**config.mk**
```make
export PLATFORM = sky130hd
export DESIGN_NAME = dac_chain_writer
export DESIGN_NICKNAME = d
export VERILOG_FILES = /design/src/rtl/dac_chain_pkg.sv /design/src/rtl/dac_phase_timer.sv /design/src/rtl/dac_shift_out.sv /design/src/rtl/dac_chain_writer.sv
export SDC_FILE = /design/constraint.sdc
export NUM_CORES = 1
export LEC_CHECK = 0
export ABC_AREA = 1
export CAP_MARGIN = 20
export CORE_ASPECT_RATIO = 1.1
export CORE_MARGIN = 3
export CORE_UTILIZATION = 48
export DETAILED_ROUTE_END_ITERATION = 10
export PLACE_DENSITY = 0.8
export SYNTH_ARGS = -nofsm -noshare
export SYNTH_HDL_FRONTEND = slang
export SYNTH_HIERARCHICAL = 1
export SYNTH_SLANG_ARGS = --single-unit
export TNS_END_PERCENT = 1
```
**constraint.sdc**
```tcl
create_clock -name clk -period 1.9 [get_ports clk]
set_input_delay 0.38 -clock clk [delete_from_list [all_inputs] [get_ports clk]]
set_output_delay 0.38 -clock clk [all_outputs]
set_load 0.02 [all_outputs]
```
**src/rtl/dac_chain_pkg.sv**
```systemverilog
package dac_chain_pkg;
  typedef enum logic [2:0] {
    ST_IDLE      = 3'd0,
    ST_ASSERT_CS = 3'd1,
    ST_SHIFT_HI  = 3'd2,
    ST_SHIFT_LO  = 3'd3,
    ST_LOAD_HI   = 3'd4,
    ST_DONE      = 3'd5
  } wr_state_t;
endpackage

```
**src/rtl/dac_phase_timer.sv**
```systemverilog
module dac_phase_timer #(
  parameter int CNT_W = 4
) (
  input  logic             clk,
  input  logic             rst_n,
  input  logic             load,
  input  logic [CNT_W-1:0] load_val,
  output logic             expired
);
  logic [CNT_W-1:0] cnt_q;

  always_ff @(posedge clk) begin
    if (!rst_n)              cnt_q <= '0;
    else if (load)           cnt_q <= load_val;
    else if (cnt_q != '0)    cnt_q <= cnt_q - 1'b1;
  end

  assign expired = (cnt_q == '0);

  // a phase is only re-armed once the previous one has fully elapsed
  AST_TIMER_RELOAD_AT_ZERO: assert property (@(posedge clk) disable iff (!rst_n)
    load |-> (cnt_q == '0));
endmodule

```
**src/rtl/dac_shift_out.sv**
```systemverilog
module dac_shift_out #(
  parameter int TOTAL_W = 36
) (
  input  logic               clk,
  input  logic               rst_n,
  input  logic               load,
  input  logic [TOTAL_W-1:0] load_data,
  input  logic               shift,
  output logic               msb
);
  logic [TOTAL_W-1:0] sr_q;

  always_ff @(posedge clk) begin
    if (!rst_n)     sr_q <= '0;
    else if (load)  sr_q <= load_data;
    else if (shift) sr_q <= {sr_q[TOTAL_W-2:0], 1'b0};
  end

  assign msb = sr_q[TOTAL_W-1];

  AST_SHIFT_LOAD_EXCLUSIVE: assert property (@(posedge clk) disable iff (!rst_n)
    !(load && shift));
endmodule

```
**src/rtl/dac_chain_writer.sv**
```systemverilog
module dac_chain_writer
  import dac_chain_pkg::*;
#(
  parameter int NUM_DEV = 3,
  parameter int WORD_W  = 12,
  parameter int T_SETUP = 5,
  parameter int T_HIGH  = 10,
  parameter int T_LOW   = 10,
  parameter int T_LOAD  = 13
) (
  input  logic                      clk,
  input  logic                      rst_n,
  input  logic                      req_valid,
  output logic                      req_ready,
  input  logic [NUM_DEV*WORD_W-1:0] req_codes,
  output logic                      sclk,
  output logic                      sdata,
  output logic                      ld_n,
  output logic                      done
);
  localparam int TOTAL_W = NUM_DEV * WORD_W;
  localparam int BITS_W  = $clog2(TOTAL_W + 1);
  localparam int T_MAX_A = (T_SETUP > T_HIGH) ? T_SETUP : T_HIGH;
  localparam int T_MAX_B = (T_LOW > T_LOAD) ? T_LOW : T_LOAD;
  localparam int T_MAX   = (T_MAX_A > T_MAX_B) ? T_MAX_A : T_MAX_B;
  localparam int TMR_W   = $clog2(T_MAX + 1);

  wr_state_t         state_q, state_d;
  logic [BITS_W-1:0] bits_q;
  logic              tmr_load, tmr_zero, shift_en, accept;
  logic [TMR_W-1:0]  tmr_val;

  assign accept = req_valid && req_ready;

  always_comb begin
    state_d  = state_q;
    tmr_load = 1'b0;
    tmr_val  = '0;
    shift_en = 1'b0;
    case (state_q)
      ST_IDLE: if (accept) begin
        state_d = ST_ASSERT_CS; tmr_load = 1'b1; tmr_val = TMR_W'(T_SETUP - 1);
      end
      ST_ASSERT_CS: if (tmr_zero) begin
        state_d = ST_SHIFT_HI; tmr_load = 1'b1; tmr_val = TMR_W'(T_HIGH - 1);
      end
      ST_SHIFT_HI: if (tmr_zero) begin
        state_d = ST_SHIFT_LO; tmr_load = 1'b1; tmr_val = TMR_W'(T_LOW - 1);
        shift_en = 1'b1;
      end
      ST_SHIFT_LO: if (tmr_zero) begin
        tmr_load = 1'b1;
        if (bits_q == '0) begin
          state_d = ST_LOAD_HI; tmr_val = TMR_W'(T_LOAD - 1);
        end else begin
          state_d = ST_SHIFT_HI; tmr_val = TMR_W'(T_HIGH - 1);
        end
      end
      ST_LOAD_HI: if (tmr_zero) state_d = ST_DONE;
      ST_DONE:    state_d = ST_IDLE;
      default:    state_d = ST_IDLE;
    endcase
  end

  always_ff @(posedge clk) begin
    if (!rst_n) begin
      state_q <= ST_IDLE;
      bits_q  <= '0;
    end else begin
      state_q <= state_d;
      if (accept)        bits_q <= BITS_W'(TOTAL_W);
      else if (shift_en) bits_q <= bits_q - 1'b1;
    end
  end

  dac_phase_timer #(.CNT_W(TMR_W)) timer_i (
    .clk(clk), .rst_n(rst_n), .load(tmr_load), .load_val(tmr_val), .expired(tmr_zero)
  );

  dac_shift_out #(.TOTAL_W(TOTAL_W)) shreg_i (
    .clk(clk), .rst_n(rst_n), .load(accept), .load_data(req_codes),
    .shift(shift_en), .msb(sdata)
  );

  assign req_ready = (state_q == ST_IDLE);
  assign sclk      = (state_q == ST_SHIFT_HI);
  assign ld_n      = !((state_q == ST_ASSERT_CS) || (state_q == ST_SHIFT_HI) ||
                       (state_q == ST_SHIFT_LO));
  assign done      = (state_q == ST_DONE);

  AST_CLK_ONLY_SELECTED: assert property (@(posedge clk) disable iff (!rst_n)
    sclk |-> !ld_n);
  AST_BUSY_NOT_READY: assert property (@(posedge clk) disable iff (!rst_n)
    !ld_n |-> !req_ready);
  AST_STROBE_FALL_CLK_LOW: assert property (@(posedge clk) disable iff (!rst_n)
    $fell(ld_n) |-> !sclk);
  AST_STROBE_RISE_CLK_LOW: assert property (@(posedge clk) disable iff (!rst_n)
    $rose(ld_n) |-> (!sclk && !$past(sclk)));
  AST_DATA_STABLE_HIGH: assert property (@(posedge clk) disable iff (!rst_n)
    (sclk && $past(sclk)) |-> $stable(sdata));
  AST_DONE_ONE_CYCLE: assert property (@(posedge clk) disable iff (!rst_n)
    done |=> !done);
  AST_DONE_AFTER_STROBE_HIGH: assert property (@(posedge clk) disable iff (!rst_n)
    done |-> (ld_n && $past(ld_n)));
endmodule

```
==> summary.md <==
The clock buffer count from CTS is 5, and the vias per cell is 4.97. During placement, the flow inserted port buffers numbering 43. The final route contains 2476 vias. Cells with a size suffix above 1 make up 9.32% of the layout. Ranked by total cell area, the synthesized netlist is headed by sky130_fd_sc_hd__dfxtp_1 (39%), sky130_fd_sc_hd__nand2_1 (21%), sky130_fd_sc_hd__nand3_1 (14%). The min-delay analysis places its worst path in the category reg -> reg.

For this configuration, the core starts out at a cell density of 50.1%. For the worst-case hold slack, the log shows 474 ps. Startpoint of the lowest-slack hold path: shreg_i/sr_q[32]$_SDFFE_PN0P_.

The top fanout value on the critical path was 5; the total nets after synthesis was 435. The synthesized design spends more area on one cell type than any other, namely sky130_fd_sc_hd__dfxtp_1. The most common cell in the synthesized netlist is sky130_fd_sc_hd__nand2_1. TritonCTS built the clock tree. The tools report the timing-limited maximum frequency as 0.551 GHz. Counting every instance in the synthesized netlist gives 394. The tools report the core outline area as 5070 sq um.

After synthesis, the netlist uses 28 different library cells. The placed instances occupy a cell area of 3050 sq um. The run gives 90 ps as the minimum setup slack among reg-to-reg paths. Cell family with the largest share of critical-path delay: compound AO/OA/AOI/OAI gates.

The cell row count is 27. The register bit count reported by yosys came out at 49. Counting instances, the worst hold path has a depth of 2.

The run gives 0.00401 W as the total power. The routed design could run at a clock period as short as 1810 ps. Counting along the longest clock path gives a buffer depth of 2. After global routing the overflow that remains totals 0. The first routing iteration left 201 violations. After synthesis the cells add up to 2540 sq um. The logs give 6 for the total number of yosys warnings and 0 for the remaining number of nets flagged by the antenna check after routing.

Across the VDD grid, the largest voltage drop is 0.000703 V. STA puts the critical path data arrival time at 2040 ps. In this run, placement finished with an instance count of 489.

The die covers 6200 sq um. Clock-pin slew was measured on the worst setup and hold paths at 90 ps. Entering global routing, the biggest net connects 36 pins. The worst setup path is captured at a flip-flop. The power per unit of standard cell area was 1260 nW/um^2; the weighted congestion reported at the end of routability-driven placement was 0.784. The critical path depth works out to 11.

Setup repair after global routing could not meet its margin everywhere. The number of antenna violations at the first check in global routing is 0. The highest-delay cell along the critical path was sky130_fd_sc_hd__dfxtp_2. In this run the count of I/O pins placed on the die edge is 44. STA classifies the critical path startpoint as a flip-flop. In this run the critical register-to-register path is launched from timer_i/cnt_q[0]$_SDFFE_PN0P_. Summed over all nets, the half-perimeter wirelength after detailed placement is 3840 um. The count of buffering cells on the critical path with inverters included is 2. The number of flops mapped to enable cells by yosys was 0. Averaged over all synthesized cells, the footprint is 6.45 sq um. In this run the number of H-tree levels came out at 2. In this run the critical register-to-register path is captured at timer_i/cnt_q[0]$_SDFFE_PN0P_. The run gives 3180 sq um as the final instance area. By count the netlist is led by sky130_fd_sc_hd__nand2_1 (140), sky130_fd_sc_hd__nand3_1 (72), sky130_fd_sc_hd__inv_1 (52). The die is 82.3 um tall.

For this run, the detailed router's first-pass iteration total came to 4. Dividing the detail-routed wire length by the instance count gives 11.2 um. For this run, design rule violations remaining after detail routing come to 0. Number of standard cells in the final layout excluding fillers: 498.

The first global-routing pass estimated 9540 um of wire. The run finished with clean final reports. The number of cells on the worst reg-to-reg path is 11. Walking the worst path, the cells encountered are inv_1, ha_1, nand2_1, nor2_2, nand2_4, o21ai_0, buf_4, nand2_1, o21ai_0, nand2_1, a21oi_1. For the clock sink total, the log shows 49. For this run, the total global-route usage over all layers was measured as 19.3%. The via count of the first global-routing pass is 2351, and the number of antenna repair diodes is 0.

Data on the critical path is required at its endpoint by 2130 ps. Relative to the synthesized area, the layout overhead comes to 25.1%. In this run the clock root is driven by a sky130_fd_sc_hd__clkbuf_8. Predominant post-synthesis flop cell: sky130_fd_sc_hd__dfxtp_1. The most numerous cell type found on the critical path is sky130_fd_sc_hd__nand2_1. The critical path is of the reg -> reg type. The final period utilization was 95.4%; the width of the die was 75.4 um. Setup violations remaining at the end of the flow were counted as 0. The run gives 38.6% as the share of the yosys chip area belonging to registers.

Proportion of synthesized flip-flops having asynchronous set or reset: 0%. The area share of the largest cell type after synthesis was 38.6%; the net count of the finished layout was 480. The later pin in the worst-skew pair is clocked with a latency of 300 ps. In this run the static leakage power is 1.62 nW. The largest stage delay on the critical path is 340 ps. The run gives 0 as the number of maximum-capacitance constraint violations. For this run, the share of the core covered by cells in the final layout is 62.7%.

The path with the worst hold slack has its endpoint at shreg_i/sr_q[32]$_SDFFE_PN0P_. On the final layout, the worst clock skew is 10.6 ps. The total count of hold-check failures in the final report came out at 0. Summed over all layers, the routed wires come to 5590 um.

The number of pins exceeding their max-slew limit in the final report was 0.
[logic make-up after synthesis]
logic type | count (synthesis) | synth area share, %
AOI/OAI and AO/OA | 21 | 4.53
xor gates and xnor gates | 1 | 0.345
and+or+nand+nor | 244 | 42.6
DFF | 49 | 38.6
adders and majority gates | 2 | 0.985
other | 1 | 0.148
buffers and inverters | 76 | 12.8
[worst min-delay path: cells and delay by family (launching register included)]
kind             cells  cell delay, ps
AND/OR/NAND/NOR      1              60
AO/OA/AOI/OAI        1              50
flip-flops           1             320
[power breakdown]
part	switching, W	internal, W
Combinational	0.00115	0.000691
Sequential	0.000151	0.00127
Clock	0.000355	0.000395
[area by class of cell]
class | count | area (sq um)
multi-input cells | 270 | 1250
repair buffers | 56 | 547
flip-flops and latches | 49 | 982
fillers | 461 | 1890
inverters | 57 | 216
clock buffers | 5 | 68.8
clock inverters | 3 | 43.8
well taps | 58 | 72.6
[registers in the layout, summed over array words and instances (netlist names)]
name and cells:
bits_q 6, state_q 3, shreg_i/sr_q 36, timer_i/cnt_q 4
[layout by cell type, fill, tap and decap left out, types with 2 or more instances in the layout]
| master | instances |
|---|---|
| sky130_fd_sc_hd__o21ai_0 | 4 |
| sky130_fd_sc_hd__nand2_2 | 3 |
| sky130_fd_sc_hd__dfxtp_1 | 48 |
| sky130_fd_sc_hd__nand2_1 | 140 |
| sky130_fd_sc_hd__nand2_4 | 2 |
| sky130_fd_sc_hd__nand3_2 | 2 |
| sky130_fd_sc_hd__buf_6 | 2 |
| sky130_fd_sc_hd__ha_1 | 2 |
| sky130_fd_sc_hd__nand3_1 | 72 |
| sky130_fd_sc_hd__clkdlybuf4s50_1 | 39 |
| sky130_fd_sc_hd__inv_1 | 52 |
| sky130_fd_sc_hd__clkbuf_8 | 5 |
| sky130_fd_sc_hd__nor2_1 | 13 |
| sky130_fd_sc_hd__a21oi_1 | 15 |
| sky130_fd_sc_hd__nor3_1 | 2 |
| sky130_fd_sc_hd__nor2_4 | 3 |
| sky130_fd_sc_hd__nor2_2 | 2 |
| sky130_fd_sc_hd__buf_4 | 10 |
| sky130_fd_sc_hd__dlygate4sd2_1 | 3 |
| sky130_fd_sc_hd__nand4_1 | 4 |
| sky130_fd_sc_hd__inv_2 | 4 |
[how the worst max path moves through the flow]
stage,end,start
final,timer_i/cnt_q[0]$_SDFFE_PN0P_,timer_i/cnt_q[0]$_SDFFE_PN0P_
after floorplan,timer_i/cnt_q[3]$_SDFFE_PN0P_,timer_i/cnt_q[0]$_SDFFE_PN0P_
after global routing,bits_q[5]$_SDFFE_PN0P_,timer_i/cnt_q[0]$_SDFFE_PN0P_
after detailed placement,shreg_i/sr_q[35]$_SDFFE_PN0P_,req_valid
after global placement,shreg_i/sr_q[30]$_SDFFE_PN0P_,req_valid
after CTS,shreg_i/sr_q[9]$_SDFFE_PN0P_,timer_i/cnt_q[0]$_SDFFE_PN0P_
[through the flow]
stage                     setup WS [ps]  TNS [ps]
after CTS                         -6.70     -11.9
after global routing              -73.6     -1030
final                              86.6         0
after floorplan                   -35.5     -35.5
after detailed placement          -55.1      -895
after global placement            -24.0      -328
[what timing repair did]
item                       CTS  global route
cloned                       1             0
setup endpoints to repair   40            46
hold buffers                 0             0
setup buffers                0             0
gates resized for setup      5             4
pin swaps                    1             0
[routing by layer]
layer	vias up	part of all wire, %	GRT usage (%)
met1	1104	46	23.5
met5	-	0	0
met4	0	0.63	6.29
li1	1313	-	-
met2	57	48	34.9
met3	2	4.6	2.18
(Power assumes the default switching activity.)
